**src/rtl/dpd_pkg.sv**
```systemverilog
`timescale 1ns/1ps
package dpd_pkg;
  localparam int DIGIT_W    = 4;
  localparam int NUM_DIGITS = 3;
  localparam int BCD_W      = DIGIT_W * NUM_DIGITS;
  localparam int DECLET_W   = 10;
  localparam int MAX_DIGIT  = 9;

  typedef logic [BCD_W-1:0]    bcd3_t;
  typedef logic [DECLET_W-1:0] declet_t;
  typedef logic [DIGIT_W-1:0]  nib_t;
endpackage

```
**src/rtl/dpd_digit_class.sv**
```systemverilog
`timescale 1ns/1ps
module dpd_digit_class
  import dpd_pkg::*;
(
  input  nib_t nib_i,
  output logic large_o,
  output logic bad_o
);
  // large: 8..15 by top bit; only 8 and 9 are legal decimal
  assign large_o = nib_i[DIGIT_W-1];
  assign bad_o   = (nib_i > nib_t'(MAX_DIGIT));
endmodule

```
**src/rtl/dpd_enc.sv**
```systemverilog
`timescale 1ns/1ps
module dpd_enc
  import dpd_pkg::*;
(
  input  bcd3_t   bcd_i,
  output declet_t dpd_o,
  output logic    bad_o
);
  logic [NUM_DIGITS-1:0] big;
  logic [NUM_DIGITS-1:0] bad;

  for (genvar g = 0; g < NUM_DIGITS; g++) begin : g_cls
    dpd_digit_class u_cls (
      .nib_i  (bcd_i[g*DIGIT_W +: DIGIT_W]),
      .large_o(big[g]),
      .bad_o  (bad[g])
    );
  end

  logic b, c, d, f, g, h, j, k, m;
  always_comb begin
    {b, c, d} = bcd_i[10:8];
    {f, g, h} = bcd_i[6:4];
    {j, k, m} = bcd_i[2:0];
    unique case (big) // {hundreds, tens, units}
      3'b000:  dpd_o = {b, c, d, f, g, h, 1'b0, j, k, m};
      3'b001:  dpd_o = {b, c, d, f, g, h, 3'b100, m};
      3'b010:  dpd_o = {b, c, d, j, k, h, 3'b101, m};
      3'b100:  dpd_o = {j, k, d, f, g, h, 3'b110, m};
      3'b011:  dpd_o = {b, c, d, 2'b10, h, 3'b111, m};
      3'b101:  dpd_o = {f, g, d, 2'b01, h, 3'b111, m};
      3'b110:  dpd_o = {j, k, d, 2'b00, h, 3'b111, m};
      default: dpd_o = {2'b00, d, 2'b11, h, 3'b111, m};
    endcase
    bad_o = |bad;
  end
endmodule

```
**src/rtl/dpd_dec.sv**
```systemverilog
`timescale 1ns/1ps
module dpd_dec
  import dpd_pkg::*;
(
  input  declet_t dpd_i,
  output bcd3_t   bcd_o
);
  logic p, q, r, s, t, u, v, w, x, y;
  nib_t hun, ten, uni;

  always_comb begin
    {p, q, r, s, t, u, v, w, x, y} = dpd_i;
    hun = {1'b0, p, q, r};
    ten = {1'b0, s, t, u};
    uni = {1'b0, w, x, y};
    if (v) begin
      unique case ({w, x})
        2'b00: uni = {3'b100, y};
        2'b01: begin ten = {3'b100, u}; uni = {1'b0, s, t, y}; end
        2'b10: begin hun = {3'b100, r}; uni = {1'b0, p, q, y}; end
        default: begin
          unique case ({s, t})
            2'b00: begin hun = {3'b100, r}; ten = {3'b100, u}; uni = {1'b0, p, q, y}; end
            2'b01: begin hun = {3'b100, r}; ten = {1'b0, p, q, u}; uni = {3'b100, y}; end
            2'b10: begin ten = {3'b100, u}; uni = {3'b100, y}; end
            default: begin hun = {3'b100, r}; ten = {3'b100, u}; uni = {3'b100, y}; end
          endcase
        end
      endcase
    end
    bcd_o = {hun, ten, uni};
  end
endmodule

```
**src/rtl/dpd_codec.sv**
```systemverilog
`timescale 1ns/1ps
module dpd_codec
  import dpd_pkg::*;
#(
  parameter bit PIPE = 1'b1
) (
  input  logic                clk,
  input  logic                rst,
  input  logic [BCD_W-1:0]    enc_bcd_i,
  output logic [DECLET_W-1:0] enc_dpd_o,
  output logic                enc_bad_o,
  input  logic [DECLET_W-1:0] dec_dpd_i,
  output logic [BCD_W-1:0]    dec_bcd_o
);
  declet_t enc_w;
  logic    bad_w;
  bcd3_t   dec_w;

  dpd_enc u_enc (.bcd_i(enc_bcd_i), .dpd_o(enc_w), .bad_o(bad_w));
  dpd_dec u_dec (.dpd_i(dec_dpd_i), .bcd_o(dec_w));

  if (PIPE) begin : g_reg
    always_ff @(posedge clk) begin
      if (rst) begin
        enc_dpd_o <= '0;
        enc_bad_o <= 1'b0;
        dec_bcd_o <= '0;
      end else begin
        enc_dpd_o <= enc_w;
        enc_bad_o <= bad_w;
        dec_bcd_o <= dec_w;
      end
    end

    AST_RESET_CLEARS: assert property (@(posedge clk) $past(rst) |-> (enc_dpd_o == '0 && dec_bcd_o == '0 && !enc_bad_o));
  end else begin : g_comb
    assign enc_dpd_o = enc_w;
    assign enc_bad_o = bad_w;
    assign dec_bcd_o = dec_w;
  end

  AST_LOW_BITS_PASS: assert property (@(posedge clk) disable iff (rst)
    (enc_w[7] == enc_bcd_i[8] && enc_w[4] == enc_bcd_i[4] && enc_w[0] == enc_bcd_i[0]));
  AST_ALL_SMALL_V: assert property (@(posedge clk) disable iff (rst)
    (enc_w[3] == (enc_bcd_i[11] | enc_bcd_i[7] | enc_bcd_i[3])));
  AST_BAD_ONLY_OVER9: assert property (@(posedge clk) disable iff (rst)
    bad_w |-> (enc_bcd_i[11:8] > 4'd9 || enc_bcd_i[7:4] > 4'd9 || enc_bcd_i[3:0] > 4'd9));
  AST_DEC_DIGITS_OK: assert property (@(posedge clk) disable iff (rst)
    (dec_w[11:8] <= 4'd9 && dec_w[7:4] <= 4'd9 && dec_w[3:0] <= 4'd9));
  AST_DEC_LOW_PASS: assert property (@(posedge clk) disable iff (rst)
    (dec_w[8] == dec_dpd_i[7] && dec_w[4] == dec_dpd_i[4] && dec_w[0] == dec_dpd_i[0]));
endmodule

```
**config.mk**
```make
export PLATFORM = sky130hd
export DESIGN_NAME = dpd_codec
export DESIGN_NICKNAME = d
export VERILOG_FILES = /design/src/rtl/dpd_pkg.sv /design/src/rtl/dpd_digit_class.sv /design/src/rtl/dpd_enc.sv /design/src/rtl/dpd_dec.sv /design/src/rtl/dpd_codec.sv
export SDC_FILE = /design/constraint.sdc
export NUM_CORES = 1
export LEC_CHECK = 0
export BUFFER_PORTS_ARGS = -buffer_cell sky130_fd_sc_hd__buf_2
export CAP_MARGIN = 0
export CORE_ASPECT_RATIO = 0.6
export CORE_MARGIN = 10
export CORE_UTILIZATION = 40
export CTS_BUF_LIST = sky130_fd_sc_hd__clkbuf_8
export DETAILED_ROUTE_END_ITERATION = 7
export PLACE_DENSITY = 0.68
export SKIP_CTS_REPAIR_TIMING = 1
export SYNTH_ARGS = -nofsm -noshare
export SYNTH_HDL_FRONTEND = slang
export SYNTH_HIERARCHICAL = 1
export SYNTH_SLANG_ARGS = --single-unit
```
**constraint.sdc**
```tcl
create_clock -name clk -period 1.6 [get_ports clk]
set_input_delay 0.24 -clock clk [delete_from_list [all_inputs] [get_ports clk]]
set_output_delay 0.24 -clock clk [all_outputs]
set_load 0.02 [all_outputs]
```
==> qor.txt <==
Synth cell types = 31
io pins = 47
initial antenna violation count = 0
HPWL Detailed = 1.93 mm
CP cell instances = buf_2
Pre-antenna DRT Iters = 4
part of the cycle the worst path needs = 0.610
Yosys warning total = 6
Routed Antenna Nets = 0
Max Slew Vio Count = 0
setup violators final = 0
final WL = 2.35 mm
Die Y = 60.3 um
Reg clk slew, reported paths = 0.08 ns
die width = 87.2 um
post-synth top area share = 0.425
number of global-route vias before repair = 882
total gr overflow = 0
f_max = 1020 MHz
final worst slack = 0.623 ns
total number of vias = 829
Mean Syn Cell Area = 9.84 sq um
pin count of the biggest net entering global routing = 17
Crit Path Max Fanout = 1
CP bufs+invs = 1
Crit path largest cell delay = 0.32 ns
setup repair after global routing missed its margin = no
share of layout cells above drive strength 1 = 0.490
largest cells by area after synthesis = dfxtp_1 43%, nor2b_2 11%, buf_4 6.2%
Cell Count, Final, Fillers Out = 179
TritonCTS buffer count = 3
DR WL/cell = 13.1 um
Sinks on Clock Net = 23
Max Buffers Root-to-Sink = 2
fillers = 242
row cnt = 14
Hold Slack = 0.192 ns
CP endpoint = dec_bcd_o[1]
final net count = 172
WS Path Type = reg2out
CP arrival = 0.74 ns
final core utilization = 0.507
MaxCap Viol Count = 0
Seq/Total Area, Yosys = 0.425
Cell Area, Synth = 1080 sq um
Setup WS pre-CTS = 0.395 ns
worst vdd ir = 0.432 mV
most common cell after layout, fill and taps aside = buf_2
WP depth = 1
ant diodes = 0
critical path's top delay family = flip-flops
CTS tree = built
Crit. End Element = output port
Initial Utilization = 0.426
drc violations = 0
Fin. Hold Viols = 0
cell taking the most area after synthesis = dfxtp_1
crit path from = dec_bcd_o[1]$_SDFF_PP0_
Hold Path Class = in2reg
Net Count, Synth = 134
placed instance count = 175
area of the core = 2540 sq um
CTS root buf = clkbuf_8
Leak Pwr = 0.632 nW
PwrDens = 921 nW/um^2
first-pass GRT wire length = 3.94 mm
DRT iter0 DRCs = 60
Worst Tran Pin Value = 0.369 ns
most frequent cells in the layout = 46 x buf_2, 23 x dfxtp_1, 14 x nor2b_2
startpoint types = flip-flop
I/O Buffers = 46
Mapped Cells = 110
RD Place Congestion = 0.807
H-tree level count = 1
Via density = 4.63
GRT Total Usage = 0.0915
min Tclk post-route = 0.977 ns
setup TNS = 0 ns
critical path required time = 1.36 ns
status = complete, no violations
die area = 5250 sq um
#FFs+latches synth = 23
area grow syn2layout = 19.1%
worst relative slew slack = 0.754
cell at the slowest stage of the critical path = dfxtp_1
[cells by family after synthesis]
logic type	after synthesis	share of synthesized area
flops	23	0.425
mux	1	0.0139
simple gates	47	0.298
compound gates	20	0.132
xor+xnor	1	0.00809
buf+inv	18	0.123
[metrics by stage]
stage | total power, W | instance area [sq um]
6_report | 0.00119 | 1290
2_1_floorplan | 0.000795 | 1080
5_1_grt | 0.00126 | 1290
3_5_place_dp | 0.000864 | 1240
3_3_place_gp | 0.000859 | 1240
4_1_cts | 0.00121 | 1290
[power by group]
part           internal (W)  switching [W]
Combinational      0.000103       0.000131
Sequential         0.000607     0.00000765
Clock              0.000173       0.000166
[registers in the layout, summed over array words and instances, names as in the netlist]
signal	cells
enc_dpd_o	10
dec_bcd_o	12
enc_bad_o	1
[layout make-up]
class / instances / area [sq um] / share of cell area
Multi-Input combinational cell: 69 / 489 / 0.380
Sequential cell: 23 / 460 / 0.357
Timing Repair Buffer: 47 / 238 / 0.184
Tap cell: 32 / 40.0 / 0.0311
Clock inverter: 1 / 5.00 / 0.00388
Clock buffer: 3 / 41.3 / 0.0320
Inverter: 4 / 15.0 / 0.0117
[layer usage]
| layer | global-route usage | vias up | wire [um] |
|---|---|---|---|
| met4 | 0.00679 | 0 | 0 |
| met5 | 0 | - | 0 |
| met1 | 0.105 | 374 | 984 |
| li1 | - | 425 | - |
| met2 | 0.144 | 30 | 1080 |
| met3 | 0.0624 | 0 | 289 |
[cells in the mapped netlist]
master and count:
o21ai_0 4, buf_2 1, or3_4 1, o311ai_2 1, nor2b_1 9, or3_1 1
dfxtp_1 23, a22oi_1 1, mux2_4 1, nor2_1 4, nand3_1 1, nand3b_1 2
o211a_1 1, buf_6 4, a32o_1 1, inv_1 4, and3_1 1, a21boi_0 1
o211ai_1 1, a21oi_1 3, nand2_1 7, nand2b_4 1, buf_4 9, nor2b_2 14
and2b_2 3, xor2_1 1, o31ai_1 1, nand2b_1 3, o21a_1 3, o22ai_1 1
a31oi_1 2
[worst min-delay path by stage]
stage | start | endpoint | slack (ns) | depth (start not counted)
floorplan | dec_dpd_i[0] | dec_bcd_o[0]$_SDFF_PP0_ | 0.45 | 2
global placement | dec_dpd_i[4] | dec_bcd_o[4]$_SDFF_PP0_ | 0.45 | 2
detailed placement | enc_bcd_i[4] | enc_dpd_o[4]$_SDFF_PP0_ | 0.46 | 2
CTS | enc_bcd_i[4] | enc_dpd_o[4]$_SDFF_PP0_ | 0.19 | 2
global route | enc_bcd_i[4] | enc_dpd_o[4]$_SDFF_PP0_ | 0.19 | 2
finish | enc_bcd_i[4] | enc_dpd_o[4]$_SDFF_PP0_ | 0.19 | 2
No activity file was read; power rests on OpenSTA's default activity.
